===== config.mk =====
export PLATFORM = sky130hd
export DESIGN_NAME = fault_chain_reader
export DESIGN_NICKNAME = d
export VERILOG_FILES = /design/src/rtl/flt_pkg.sv /design/src/rtl/flt_sync.sv /design/src/rtl/flt_edge.sv /design/src/rtl/flt_store.sv /design/src/rtl/flt_shift.sv /design/src/rtl/fault_chain_reader.sv
export SDC_FILE = /design/constraint.sdc
export NUM_CORES = 1
export LEC_CHECK = 0
export ABC_CLOCK_PERIOD_IN_PS = 3400
export BUFFER_PORTS_ARGS = -buffer_cell sky130_fd_sc_hd__buf_2
export CORE_ASPECT_RATIO = 2
export CORE_UTILIZATION = 45
export CTS_BUF_LIST = sky130_fd_sc_hd__clkbuf_8
export DETAILED_ROUTE_END_ITERATION = 8
export SYNTH_ARGS = -nofsm -noshare
export SYNTH_HDL_FRONTEND = slang
export SYNTH_HIERARCHICAL = 1
export SYNTH_SLANG_ARGS = --single-unit

===== constraint.sdc =====
create_clock -name clk -period 3.4 [get_ports clk]
set_clock_uncertainty 0.05 [all_clocks]
set_input_delay 0 -clock clk [delete_from_list [all_inputs] [get_ports clk]]
set_output_delay 0 -clock clk [all_outputs]
set_load 0.01 [all_outputs]

===== src/rtl/flt_pkg.sv =====
package flt_pkg;

    localparam int CODE_W = 2;

    typedef enum logic [CODE_W-1:0] {
        FC_OVERLOAD   = 2'b00,
        FC_GND_SHORT  = 2'b01,
        FC_OPEN       = 2'b10,
        FC_NONE       = 2'b11
    } fcode_e;

    typedef struct packed {
        logic   vld;
        fcode_e code;
    } pend_t;

    localparam pend_t PEND_EMPTY = '{vld: 1'b0, code: FC_NONE};

    function automatic logic is_fault(input fcode_e c);
        return c != FC_NONE;
    endfunction

endpackage


===== src/rtl/flt_sync.sv =====
module flt_sync #(
    parameter int           W       = 3,
    parameter int           STAGES  = 2,
    parameter logic [W-1:0] RST_VAL = '0
) (
    input  logic         clk,
    input  logic         rst,
    input  logic [W-1:0] din,
    output logic [W-1:0] dout
);
    logic [W-1:0] stg [STAGES];

    always_ff @(posedge clk) begin
        if (rst) stg[0] <= RST_VAL;
        else     stg[0] <= din;
    end

    for (genvar s = 1; s < STAGES; s++) begin : g_stage
        always_ff @(posedge clk) begin
            if (rst) stg[s] <= RST_VAL;
            else     stg[s] <= stg[s-1];
        end
    end

    assign dout = stg[STAGES-1];
endmodule


===== src/rtl/flt_edge.sv =====
module flt_edge #(
    parameter int           W       = 2,
    parameter logic [W-1:0] RST_VAL = '0
) (
    input  logic         clk,
    input  logic         rst,
    input  logic [W-1:0] lvl,
    output logic [W-1:0] rise,
    output logic [W-1:0] fall
);
    logic [W-1:0] prev_q;

    always_ff @(posedge clk) begin
        if (rst) prev_q <= RST_VAL;
        else     prev_q <= lvl;
    end

    assign rise = lvl & ~prev_q;
    assign fall = ~lvl & prev_q;
endmodule


===== src/rtl/flt_store.sv =====
module flt_store
    import flt_pkg::*;
#(
    parameter int NCH = 4,
    localparam int FW = NCH * CODE_W
) (
    input  logic           clk,
    input  logic           rst,
    input  logic           clr_n,
    input  logic [NCH-1:0] flt_vld,
    input  logic [FW-1:0]  flt_code,
    input  logic           cs_rise,
    input  logic           defer,
    output logic [FW-1:0]  frame,
    output logic           any_fault
);
    fcode_e err_q  [NCH];
    pend_t  pend_q [NCH];
    logic   pend_any;

    for (genvar i = 0; i < NCH; i++) begin : g_ch
        fcode_e fresh;
        assign fresh = fcode_e'(flt_code[CODE_W*i +: CODE_W]);

        always_ff @(posedge clk) begin
            if (rst || !clr_n) begin
                err_q[i]  <= FC_NONE;
                pend_q[i] <= PEND_EMPTY;
            end else if (cs_rise) begin
                if (flt_vld[i])          err_q[i] <= fresh;
                else if (pend_q[i].vld)  err_q[i] <= pend_q[i].code;
                else                     err_q[i] <= FC_NONE;
                pend_q[i] <= PEND_EMPTY;
            end else if (defer) begin
                if (flt_vld[i]) pend_q[i] <= '{vld: 1'b1, code: fresh};
            end else if (flt_vld[i]) begin
                err_q[i] <= fresh;
            end
        end

        assign frame[FW-1-CODE_W*i -: CODE_W] = err_q[i];
    end

    always_comb begin
        any_fault = 1'b0;
        pend_any  = 1'b0;
        for (int i = 0; i < NCH; i++) begin
            any_fault = any_fault | is_fault(err_q[i]);
            pend_any  = pend_any  | pend_q[i].vld;
        end
    end

    // a clear leaves every code at no-fault and nothing held
    p_clear_wipes_r10: assert property (@(posedge clk) disable iff (rst)
        !clr_n |=> (frame == '1) && !pend_any);

    // codes do not move while a read is in progress
    p_frozen_read_r9: assert property (@(posedge clk) disable iff (rst)
        (defer && !cs_rise && clr_n) |=> $stable(frame));

    // release with nothing held and no strobe leaves all codes clear
    p_release_clear_r8: assert property (@(posedge clk) disable iff (rst)
        (cs_rise && clr_n && !pend_any && (flt_vld == '0)) |=> (frame == '1));

    // a direct strobe on channel 0 replaces its code
    p_overwrite_r2: assert property (@(posedge clk) disable iff (rst)
        (clr_n && !cs_rise && !defer && flt_vld[0])
        |=> (frame[FW-1 -: CODE_W] == $past(flt_code[CODE_W-1:0])));
endmodule


===== src/rtl/flt_shift.sv =====
module flt_shift #(
    parameter int W = 8
) (
    input  logic         clk,
    input  logic         rst,
    input  logic         cs_fall,
    input  logic         cs_rise,
    input  logic         sclk_rise,
    input  logic         sclk_fall,
    input  logic         chain_s,
    input  logic [W-1:0] frame,
    output logic         rd_act,
    output logic         out_bit
);
    logic [W-1:0] sr_q;
    logic         hold_q;
    logic         rd_q;

    always_ff @(posedge clk) begin
        if (rst) begin
            sr_q   <= '1;
            hold_q <= 1'b1;
            rd_q   <= 1'b0;
        end else begin
            if (sclk_rise) hold_q <= chain_s;
            if (cs_fall) begin
                sr_q <= frame;
                rd_q <= 1'b1;
            end else if (cs_rise) begin
                rd_q <= 1'b0;
            end else if (rd_q && sclk_fall) begin
                sr_q <= {sr_q[W-2:0], hold_q};
            end
        end
    end

    assign rd_act  = rd_q;
    assign out_bit = sr_q[W-1];

    // the select edge captures the current frame and starts a read
    p_capture_r5: assert property (@(posedge clk) disable iff (rst)
        cs_fall |=> rd_q && (sr_q == $past(frame)));

    // a clock fall shifts left and pulls in the held chain bit
    p_shift_chain_r6: assert property (@(posedge clk) disable iff (rst)
        (rd_q && sclk_fall && !cs_fall && !cs_rise)
        |=> (sr_q == {$past(sr_q[W-2:0]), $past(hold_q)}));
endmodule


===== src/rtl/fault_chain_reader.sv =====
module fault_chain_reader
    import flt_pkg::*;
#(
    parameter int NCH         = 4,
    parameter int SYNC_STAGES = 2,
    localparam int FW         = NCH * CODE_W
) (
    input  logic           clk,
    input  logic           rst,
    input  logic           clr_n,
    input  logic           sel_n,
    input  logic           shclk,
    input  logic           chain_in,
    input  logic [NCH-1:0] flt_vld,
    input  logic [FW-1:0]  flt_code,
    output logic           rd_pull_lo
);
    // bit 0 select, bit 1 serial clock, bit 2 chain data
    logic [2:0] pin_s;
    logic [1:0] rise, fall;
    logic [FW-1:0] frame;
    logic any_fault, rd_act, out_bit, defer;

    flt_sync #(.W(3), .STAGES(SYNC_STAGES), .RST_VAL(3'b101)) u_sync (
        .clk  (clk),
        .rst  (rst),
        .din  ({chain_in, shclk, sel_n}),
        .dout (pin_s)
    );

    flt_edge #(.W(2), .RST_VAL(2'b01)) u_edge (
        .clk  (clk),
        .rst  (rst),
        .lvl  (pin_s[1:0]),
        .rise (rise),
        .fall (fall)
    );

    assign defer = rd_act | fall[0];

    flt_store #(.NCH(NCH)) u_store (
        .clk       (clk),
        .rst       (rst),
        .clr_n     (clr_n),
        .flt_vld   (flt_vld),
        .flt_code  (flt_code),
        .cs_rise   (rise[0]),
        .defer     (defer),
        .frame     (frame),
        .any_fault (any_fault)
    );

    flt_shift #(.W(FW)) u_shift (
        .clk       (clk),
        .rst       (rst),
        .cs_fall   (fall[0]),
        .cs_rise   (rise[0]),
        .sclk_rise (rise[1]),
        .sclk_fall (fall[1]),
        .chain_s   (pin_s[2]),
        .frame     (frame),
        .rd_act    (rd_act),
        .out_bit   (out_bit)
    );

    always_comb begin
        if (rd_act) rd_pull_lo = ~out_bit;
        else        rd_pull_lo = any_fault;
    end

    // the line is released in the first cycle after reset
    p_reset_idle_r11: assert property (@(posedge clk)
        $fell(rst) |-> !rd_pull_lo);
endmodule


==> results of run 1 <==
## metal layers
metal | vias up | GRT usage [%] | wire length [um]
li1 | 602 | - | -
met1 | 551 | 18.0 | 1200
met2 | 26 | 35.4 | 1800
met3 | 11 | 4.33 | 90
met4 | 0 | 12.9 | 109
met5 | - | 0 | 0
## how the worst max path moves through the flow
stage	start	end	slack [ps]	cells past startpoint
finish	u_edge/prev_q[0]$_SDFF_PP1_	u_store/pend_q[1][0]$_SDFFCE_PN1P_	1210	4
global route	u_edge/prev_q[0]$_SDFF_PP1_	u_store/pend_q[3][0]$_SDFFCE_PN1P_	1010	4
CTS	u_edge/prev_q[0]$_SDFF_PP1_	u_store/pend_q[1][0]$_SDFFCE_PN1P_	1210	4
detailed placement	u_edge/prev_q[0]$_SDFF_PP1_	u_store/pend_q[1][0]$_SDFFCE_PN1P_	1230	4
global placement	u_edge/prev_q[0]$_SDFF_PP1_	u_store/pend_q[1][0]$_SDFFCE_PN1P_	1340	4
floorplan	u_edge/prev_q[0]$_SDFF_PP1_	u_store/pend_q[1][0]$_SDFFCE_PN1P_	1630	5
## kinds of logic after synthesis
family	Yosys count
buf+inv	13
flops	38
compound gates	28
simple gates	72
## state kept, by name, summed over array words and instances, names as in the netlist
name,flops
u_store/pend_q,12
u_shift/sr_q,8
u_store/err_q,8
u_sync/stg,6
u_edge/prev_q,2
u_shift/hold_q,1
u_shift/rd_act,1
## metrics by stage
step           hold WS, ps  setup WS (ps)
3_5_place_dp           129           1230
6_report              52.5           1210
2_1_floorplan         21.6           1630
4_1_cts               35.6           1210
3_3_place_gp           126           1340
5_1_grt               64.3           1010
## final cells by class
class                           count  area (um2)
Fill cell                         345        1480
Sequential cell                    38         961
Multi-Input combinational cell    100         624
Timing Repair Buffer               29         200
Clock buffer                        6        82.6
Tap cell                           48        60.1
Inverter                            9        33.8
Clock inverter                      2        7.51
## power breakdown
| part | switching [W] | internal, W | leakage, nW | total, W |
|---|---|---|---|---|
| Combinational | 0.0000397 | 0.0000344 | 0.365 | 0.0000741 |
| Clock | 0.000147 | 0.000159 | 0.0538 | 0.000306 |
| Sequential | 0.00000589 | 0.000495 | 0.317 | 0.000501 |
## cells in the mapped netlist
cell	n	area, um2
edfxtp_1	20	601
dfxtp_1	18	360
nand2_1	16	60.1
nand2b_1	10	62.6
or2_1	10	62.6
inv_1	9	33.8
nor2b_1	9	56.3
a31oi_1	8	50.1
nor3b_1	8	60.1
o21ai_0	8	40.0
o32a_1	8	80.1
nand3_1	5	25.0
or2_2	3	18.8
a21oi_1	2	10.0
nand3_2	2	20.0
nand4_1	2	12.5
nor2_1	2	7.51
a211o_1	1	8.76
and3_1	1	6.26
and3b_1	1	8.76
buf_2	1	5.00
buf_4	1	7.51
buf_6	1	11.3
clkbuf_2	1	5.00
nand3b_1	1	7.51
nor2_2	1	6.26
nor3b_2	1	12.5
o21ai_2	1	8.76
==> results.md, run 1 <==
* CP max stage cell: nor2b_1
* CP endpoint kind: flip-flop
* Pwr Density at roughly 450 mW/mm2
* Mapped Cells at ~150
* Post-synthesis adder-cell area fraction at 0%
* Finished Layout Cells at 232
* Die width at roughly 45 um
* Status: complete, no violations
* Die Y-Extent at about 88 um
* Worst Setup Path Type: flip-flop to flip-flop
* Drt first pass iters at 4
* Worst Hold Class: primary input to flip-flop
* Cell Chain, Critical Path: nor2b_1 > or2_1 > inv_1 > o21ai_0
* RSZ-0062 raised after global routing: no
* Hold Path Depth at 2
* Final setup viols at 0
* Netlist cell types at 28
* Vias in the first global route at around 1200
* Syn_nets at approximately 170
* # diodes at 0
* Nets at about 200
* Total gr overflow at 0
* Most common cell after layout, fill and taps aside: edfxtp_1
* Post-cts resize count at 0
* Placer congestion estimate at about 0.8
* Max Clk Rate at between 400 and 500 MHz
* Complex-gate fraction of the synthesized area at between 10% and 20%
* Buffer and inverter count on the worst path at 1
* Critical Path RT at about 3300 ps
* Final hold vios at 0
* Global-route wire length before repair at ~5400 um
* Largest family of logic cells by synthesized area: simple AND/OR/NAND/NOR gates
* DRC at 0
* Inst Count DP at about 210
* Peak VDD IR at 0.341 mV
* Maxcap violations at 0
* Reg2Reg Depth at 4
* Post-route cell area at ~0.002 mm2
* WP data arrival at approximately 2100 ps
* Synthesis Warnings at 6
* Die Footprint at 0.00392 mm2
* R2R Setup Slk at between 1000 and 1500 ps
* Hold_buf cts at 11
* DR iter-0 viols at 50
* Initial antenna violation count at 0
* Layout cells sized above 1 at 17.4%
* Crit path time final at about 2200 ps
* Final Max Tran Viols at 0
* Seq/Total Area, Yosys at ~60%
* Synth Area in Simple Gates at approximately 26%
* Via density at roughly 5
* Final ANT Viol Nets at 0
* CTS Buffer Depth at 2
* Largest net degree at the start of global routing at 22
* Final Power at ~0.0009 W
* Num CTS Buffers at 5
* CTS root buf: clkbuf_8
* Synth Register Bits at 38
* Syn Std Cell Area at 0.00165 mm2
* Util after Layout at 57.0%
* Drt total wl at around 3200 um
* Hold_sp: rst
* Hold EP: u_shift/rd_act$_SDFFE_PP0P_
* Total core area at 0.00345 mm2
* P&R area growth vs syn at 19.5%
* Worst-Skew Late Latency at between 200 and 300 ps
* TritonCTS clock tree: built
* Leak pwr at roughly 0.74 nW
* Overall routing resource usage at about a fifth
* Critical R2R Capture: u_store/pend_q[1][0]$_SDFFCE_PN1P_
* Cell Area, Placed at between 0.0015 and 0.002 mm2
* CTS Sinks at 38
* Wire per inst at around 14 um
* Crit start category: flip-flop
* Detailed Place HPWL at 2320 um
* Post-synthesis average cell area at between 10 and 15 um2
* Port Buffer Count at 18
* Clock-pin slew of the registers on the worst-case setup and hold paths at about 70 ps
* Final period util at between 60% and 70%
* Via count at roughly 1200
* Relative slew slack at between 40% and 50%
* Top delay family on crit path: simple AND/OR/NAND/NOR gates
* Initial Util at between 40 and 50%
* Most frequent cells in the layout: 20 x edfxtp_1, 18 x buf_2, 18 x dfxtp_1
* Least-Margin Pin Slew at 760 ps
* TNS Setup at 0 ps
* # IOs at 19
* Multiplexer share of the synthesized area at 0%
* Worst reg2reg startpoint: u_edge/prev_q[0]$_SDFF_PP1_
* CP Max Fanout at 11
* Post-CTS setup buffers at 0
* XOR/XNOR Fraction of Synth Area at 0%
* H-Tree Level Count at 2
* CP peak stage delay at 480 ps
* FP Rows at 30
(Power assumes the default switching activity.)
==> run 2: changes to the inputs <==
--- a/config.mk
+++ b/config.mk
@@ -5,12 +5,14 @@
 export SDC_FILE = /design/constraint.sdc
 export NUM_CORES = 1
 export LEC_CHECK = 0
-export ABC_CLOCK_PERIOD_IN_PS = 3400
+export ABC_AREA = 1
+export ABC_CLOCK_PERIOD_IN_PS = 2000
 export BUFFER_PORTS_ARGS = -buffer_cell sky130_fd_sc_hd__buf_2
 export CORE_ASPECT_RATIO = 2
 export CORE_UTILIZATION = 45
 export CTS_BUF_LIST = sky130_fd_sc_hd__clkbuf_8
 export DETAILED_ROUTE_END_ITERATION = 8
+export PLACE_DENSITY = 0.66
 export SYNTH_ARGS = -nofsm -noshare
 export SYNTH_HDL_FRONTEND = slang
 export SYNTH_HIERARCHICAL = 1
==> constraint.sdc (replaced) <==
create_clock -name clk -period 2 [get_ports clk]
set_clock_uncertainty 0.05 [all_clocks]
set_input_delay 0 -clock clk [delete_from_list [all_inputs] [get_ports clk]]
set_output_delay 0 -clock clk [all_outputs]
set_load 0.01 [all_outputs]
==> results.md, run 2 <==
* WP data arrival at 1720 ps (-360 ps)
* Critical Path RT at 1980 ps (-1310 ps)
* CTS Buffer Depth at 2 (unchanged)
* Ys flop type: edfxtp_1
* Final hold vios at 0 (unchanged)
* Final period util at 86.7% (+22 points)
* Seq/Total Area, Yosys at 49.1% (-9.2 points)
* Crit path time final at 1730 ps (-456 ps)
* Overall routing resource usage at 19.4% (about the same)
* Worst Hold Class: primary input to flip-flop
* CTS root buf: clkbuf_8
* # IOs at 19 (unchanged)
* Synth Area in Simple Gates at 32.8% (+6.9 points)
* Die Footprint at 0.00463 mm2 (+18%)
* RSZ-0062 raised after global routing: no
* TritonCTS clock tree: built
* Met2 GRT Util at 39.2% (+3.8 points)
* CTS Sinks at 38 (unchanged)
* Complex-gate fraction of the synthesized area at 6.08% (-5.9 points)
* Num CTS Buffers at 5 (unchanged)
* Least-Margin Pin Slew at 417 ps (-343 ps)
* Post-cts resize count at 0 (unchanged)
* Port Buffer Count at 18 (unchanged)
* Nets at 291 (+45%)
* Util after Layout at 56.6% (-0.42 points)
* Post-CTS setup buffers at 0 (unchanged)
* Placer congestion estimate at 0.810 (+1.7%)
* Grt peak-use layer: met2
* Syn_nets at 257 (+52%)
* Global Route met3 Usage at 4.31% (-0.024 points)
* Post-synthesis average cell area at 8.18 um2 (-25%)
* Most numerous cell in the Yosys netlist: nand2_1
* Netlist cell types at 22 (-21%)
* Most frequent cells in the layout: 45 x nand2_1, 44 x inv_1, 35 x nand3_1
* Cell Chain, Critical Path: inv_1 > nor2_1 > or2_1 > inv_1 > nand2_1 > o21ai_0 > nand3_1
* Mapped Cells at 239 (+58%)
* Drt first pass iters at 4 (unchanged)
* Final ANT Viol Nets at 0 (unchanged)
* # diodes at 0 (unchanged)
* Maxcap violations at 0 (unchanged)
* Synth Register Bits at 38 (unchanged)
* Largest net degree at the start of global routing at 19 (-14%)
* Clock-pin slew of the registers on the worst-case setup and hold paths at 80 ps (about the same)
* Layout cells sized above 1 at 17.2% (-0.24 points)
* Crit start category: flip-flop
* Pwr Density at 783 mW/mm2 (+75%)
* Largest family of logic cells by synthesized area: simple AND/OR/NAND/NOR gates
* Biggest register: u_store/pend_q
* Global-route wire length before repair at 6760 um (+26%)
* Top cells by count, synth: 45 x nand2_1, 44 x inv_1, 35 x nand3_1
* DR iter-0 viols at 36 (-28%)
* H-Tree Level Count at 2 (unchanged)
* Post-synth EDFFs at 20 (unchanged)
* CP max stage cell: dfxtp_1
* Syn Std Cell Area at 0.00196 mm2 (+19%)
* Status: complete, no violations
* Drt total wl at 3880 um (+21%)
* Final Max Tran Viols at 0 (unchanged)
* Hold_buf cts at 11 (unchanged)
* Biggest regs: u_store/pend_q: 12 flops, u_shift/sr_q: 8 flops, u_store/err_q: 8 flops
* Die width at 48.6 um (+8.5%)
* Die Y-Extent at 95.2 um (+8.7%)
* Most common cell after layout, fill and taps aside: nand2_1
* Initial antenna violation count at 0 (unchanged)
* Post-synthesis adder-cell area fraction at 0% (unchanged)
* Worst Setup Path Type: flip-flop to flip-flop
* Most frequent cell on the critical path: inv_1
* P&R area growth vs syn at 19.5% (about the same)
* FP Rows at 33 (+10%)
* XOR/XNOR Fraction of Synth Area at 0% (unchanged)
* Relative slew slack at 71.9% (+23 points)
* Synth area leaders: edfxtp_1 31%, dfxtp_1 18%, nand3_1 9.0%
* Worst-Skew Late Latency at 290 ps (about the same)
* Yosys top cell by area: edfxtp_1
* Largest register FFs at 12 (unchanged)
* TNS Setup at 0 ps (unchanged)
* Via density at 4.99 (-2.7%)
* Vias in the first global route at 1668 (+35%)
* Detailed Place HPWL at 2800 um (+21%)
* Post-synth ARST share at 0% (unchanged)
* Met1 usage at 16.4% (-1.6 points)
* Wire per inst at 11.9 um (-14%)
* CP peak stage delay at 320 ps (-160 ps)
* Peak VDD IR at 0.637 mV (+87%)
* CP endpoint kind: flip-flop
* DRC at 0 (unchanged)
* Initial Util at 47.4% (-0.35 points)
* CP Max Fanout at 8 (-3)
* Synthesis Warnings at 6 (unchanged)
* Final setup viols at 0 (unchanged)
* Hold_ws at 30.5 ps (-22.0 ps)
* Total core area at 0.00413 mm2 (+20%)
* Total gr overflow at 0 (unchanged)
* Multiplexer share of the synthesized area at 0% (unchanged)
* Via count at 1627 (+37%)
* Post-synth top area share at 30.7% (-5.7 points)
* Leak pwr at 1.07 nW (+46%)
* Max Clk Rate at 577 MHz (+26%)
run 2: power by group:
group / switching [W] / internal [W] / total [W]
registers: 0.0000136 / 0.000849 / 0.000862
logic: 0.000117 / 0.0000721 / 0.000190
clock network: 0.000278 / 0.000500 / 0.000778
run 2: worst max-delay path: cells and delay by family (launching register included):
kind	cells	cell delay (ps)
AO/OA/AOI/OAI	1	240
buffers and inverters	2	300
flip-flops	1	320
AND/OR/NAND/NOR	4	560
run 2: area by class of cell:
class                      count  area (um2)
clock buffer                   5        68.8
timing repair buffer          32         223
sequential                    38         961
fill                         395        1790
inverter                      49         190
clock inverter                 3        68.8
tap                           52        65.1
multi-input combinational    147         761
run 2: cell families after synthesis:
family | count (synthesis)
and+or+nand+nor | 124
buffers and inverters | 54
AOI/OAI and AO/OA | 23
DFF | 38
run 2: through the flow:
stage / total power (W) / setup slack [ps] / instances / area, um2
final: 0.00183 / 266 / 326 / 2340
after global routing: 0.00190 / 124 / 326 / 2340
after floorplan: 0.00100 / 301 / 239 / 1960
after detailed placement: 0.00105 / 303 / 307 / 2090
after CTS: 0.00185 / 277 / 326 / 2340
after global placement: 0.00105 / 349 / 307 / 2090
run 2: worst paths after layout:
kind | start | end | slack [ps] | cells past startpoint
worst max-delay path | u_edge/prev_q[0]$_SDFF_PP1_ | u_store/err_q[2][1]$_SDFFCE_PN1P_ | 270 | 7
worst min-delay path | rst | u_sync/stg[0][1]$_SDFF_PP0_ | 30 | 2
worst max register to register | u_edge/prev_q[0]$_SDFF_PP1_ | u_store/err_q[2][1]$_SDFFCE_PN1P_ | 270 | 7
worst min register to register | u_sync/stg[0][1]$_SDFF_PP0_ | u_sync/stg[1][1]$_SDFF_PP0_ | 360 | 2
run 2: routing by layer:
layer  share of wire (%)  wire (um)
met5                   0          0
met4                 3.5        134
met3                 3.4        130
met2                  57       2230
met1                  36       1380
==> run 3: changes to the inputs <==
--- a/config.mk
+++ b/config.mk
@@ -9,11 +9,11 @@
 export ABC_CLOCK_PERIOD_IN_PS = 2000
 export BUFFER_PORTS_ARGS = -buffer_cell sky130_fd_sc_hd__buf_2
 export CORE_ASPECT_RATIO = 2
-export CORE_UTILIZATION = 45
+export CORE_UTILIZATION = 40
 export CTS_BUF_LIST = sky130_fd_sc_hd__clkbuf_8
 export DETAILED_ROUTE_END_ITERATION = 8
-export PLACE_DENSITY = 0.66
 export SYNTH_ARGS = -nofsm -noshare
 export SYNTH_HDL_FRONTEND = slang
 export SYNTH_HIERARCHICAL = 1
 export SYNTH_SLANG_ARGS = --single-unit
+export TNS_END_PERCENT = 20
==> constraint.sdc (replaced) <==
create_clock -name clk -period 2 [get_ports clk]
set_clock_uncertainty 0.05 [all_clocks]
set_input_delay 0.4 -clock clk [delete_from_list [all_inputs] [get_ports clk]]
set_output_delay 0.4 -clock clk [all_outputs]
set_load 0.01 [all_outputs]
==> results.md, run 3 (synthesis results as in run 2) <==
* Status: complete, no violations
* Top delay family on crit path: simple AND/OR/NAND/NOR gates
* DRC at 0 (unchanged)
* Worst Setup Path Type: flip-flop to primary output
* Global-route wire length before repair at 6520 um (-3.6%)
* CP Max Fanout at 2 (-6)
* Layout cells sized above 1 at 18.2% (+1.0 points)
* Largest net degree at the start of global routing at 19 (unchanged)
* Final Max Tran Viols at 0 (unchanged)
* Max Clk Rate at 583 MHz (+1.1%)
* Critical R2R Capture: u_store/err_q[2][1]$_SDFFCE_PN1P_
* WP data arrival at 1260 ps (-460 ps)
* Filler cells at 494 (+25%)
* Post-CTS setup buffers at 0 (unchanged)
* CP max stage cell: edfxtp_1
* Via density at 4.90 (-1.9%)
* TNS Setup at 0 ps (unchanged)
* Placer congestion estimate at 0.768 (-5.3%)
* Clock-pin slew of the registers on the worst-case setup and hold paths at 80 ps (about the same)
* Drt total wl at 3650 um (-5.8%)
* Total gr overflow at 0 (unchanged)
* RSZ-0062 raised after global routing: no
* TritonCTS clock tree: built
* Biggest register: u_store/pend_q
* Most frequent cells in the layout: 45 x nand2_1, 44 x inv_1, 35 x nand3_1
* Crit start category: flip-flop
* Overall routing resource usage at 16.9% (-2.5 points)
* Cell Chain, Critical Path: nand4_1 > nor2_1 > nand3_1 > nand2_1 > nand2_1 > buf_2
* Die width at 51.4 um (+5.8%)
* FP Rows at 35 (+6.1%)
* Least-Margin Pin Slew at 420 ps (+2.68 ps)
* Wire per inst at 11.4 um (-3.7%)
* Total core area at 0.00464 mm2 (+12%)
* Reg2Reg Depth at 7 (unchanged)
* Worst Hold Class: primary input to flip-flop
* Peak VDD IR at 0.723 mV (+13%)
* Drt first pass iters at 4 (unchanged)
* Hold Path Depth at 3 (+1)
* Worst-Skew Late Latency at 290 ps (about the same)
* Biggest regs: u_store/pend_q: 12 flops, u_shift/sr_q: 8 flops, u_store/err_q: 8 flops
* Relative slew slack at 71.7% (-0.18 points)
* Largest register FFs at 12 (unchanged)
* H-Tree Level Count at 2 (unchanged)
* Buffer and inverter count on the worst path at 1 (-1)
* CTS root buf: clkbuf_8
* Most frequent cell on the critical path: nand2_1
* Worst reg2reg startpoint: u_edge/prev_q[0]$_SDFF_PP1_
* Final period util at 85.7% (-0.98 points)
* Final ANT Viol Nets at 0 (unchanged)
* R2R Setup Slk at 290 ps (+20 ps)
* Initial Util at 42.1% (-5.2 points)
* Die Footprint at 0.00519 mm2 (+12%)
* Hold_buf cts at 0 (-11)
* # diodes at 0 (unchanged)
* DR iter-0 viols at 39 (+8.3%)
* Most common cell after layout, fill and taps aside: nand2_1
* Detailed Place HPWL at 2870 um (+2.4%)
* Pwr Density at 810 mW/mm2 (+3.4%)
* Via count at 1562 (-4.0%)
* Maxcap violations at 0 (unchanged)
* Hold_ws at 229 ps (+199 ps)
* Post-cts resize count at 0 (unchanged)
* Hold EP: u_sync/stg[0][2]$_SDFF_PP1_
* Final hold vios at 0 (unchanged)
* CP endpoint kind: primary output
* Nets at 281 (-3.4%)
* # IOs at 19 (unchanged)
* CP peak stage delay at 380 ps (+60 ps)
* Vias in the first global route at 1572 (-5.8%)
* Num CTS Buffers at 5 (unchanged)
* Crit path time final at 1710 ps (-19.6 ps)
* CTS Sinks at 38 (unchanged)
* P&R area growth vs syn at 14.5%
* Final setup viols at 0 (unchanged)
* Critical Path RT at 1550 ps (-430 ps)
* Port Buffer Count at 18 (unchanged)
* Initial antenna violation count at 0 (unchanged)
* Hold_sp: chain_in
* Die Y-Extent at 101 um (+5.9%)
* Leak pwr at 1.03 nW (-3.8%)
* CTS Buffer Depth at 2 (unchanged)
[run 3: changes by cell type in the layout (fill, tap and decap cells not counted)]
cell,delta
dlygate4sd3_1,-11
buf_4,+1
[run 3: worst reg2reg max path, cell delays in order, from the launching register on]
cell and delay [ps]:
dfxtp_1 320, inv_1 50, nor2_1 40, or2_1 300, inv_1 250, nand2_1 110, o21ai_0 240, nand3_1 100
[run 3: per-layer routing]
metal  GRT usage (%)  part of all wire, %  vias up
met5               0                    0        -
met4            8.32                  2.4        0
met2            32.7                   58       18
met1            16.4                   38      731
li1                -                    -      808
met3            2.26                  2.1        5
[run 3: final cells by class]
| class | instances | area [um2] | share of cell area, % |
|---|---|---|---|
| clock inverters | 3 | 68.8 | 3.07 |
| flip-flops and latches | 38 | 961 | 42.9 |
| clock buffers | 5 | 68.8 | 3.07 |
| multi-input cells | 147 | 761 | 34.0 |
| inverters | 49 | 190 | 8.50 |
| well taps | 55 | 68.8 | 3.07 |
| repair buffers | 22 | 120 | 5.37 |
[run 3: power breakdown]
part / internal, W / total [W] / switching (W)
Sequential: 0.000849 / 0.000862 / 0.0000132
Clock: 0.000500 / 0.000776 / 0.000276
Combinational: 0.0000595 / 0.000174 / 0.000115
[run 3: worst max path at each step]
stage / start / end / slack (ps) / cells after the start
floorplan: u_sync/stg[1][0]$_SDFF_PP1_ / u_store/pend_q[0][0]$_SDFFCE_PN1P_ / 300 / 7
global placement: u_edge/prev_q[0]$_SDFF_PP1_ / u_store/pend_q[3][0]$_SDFFCE_PN1P_ / 340 / 5
detailed placement: u_edge/prev_q[0]$_SDFF_PP1_ / u_store/pend_q[0][0]$_SDFFCE_PN1P_ / 300 / 5
CTS: u_store/err_q[1][1]$_DFFE_PP_ / rd_pull_lo / 280 / 6
global route: u_edge/prev_q[0]$_SDFF_PP1_ / u_store/err_q[2][1]$_SDFFCE_PN1P_ / 140 / 7
finish: u_store/err_q[1][1]$_DFFE_PP_ / rd_pull_lo / 290 / 6
[run 3: stage by stage]
stage | total power [W] | utilization [%] | cell area [um2] | worst slack, ps | std cells
after CTS | 0.00184 | 48.2 | 2240 | 276 | 319
after floorplan | 0.00100 | - | 1960 | 301 | 239
after detailed placement | 0.00106 | 45.3 | 2100 | 299 | 311
final | 0.00181 | 48.2 | 2240 | 286 | 319
after global routing | 0.00188 | 48.2 | 2240 | 144 | 319
after global placement | 0.00105 | 45.3 | 2100 | 342 | 311
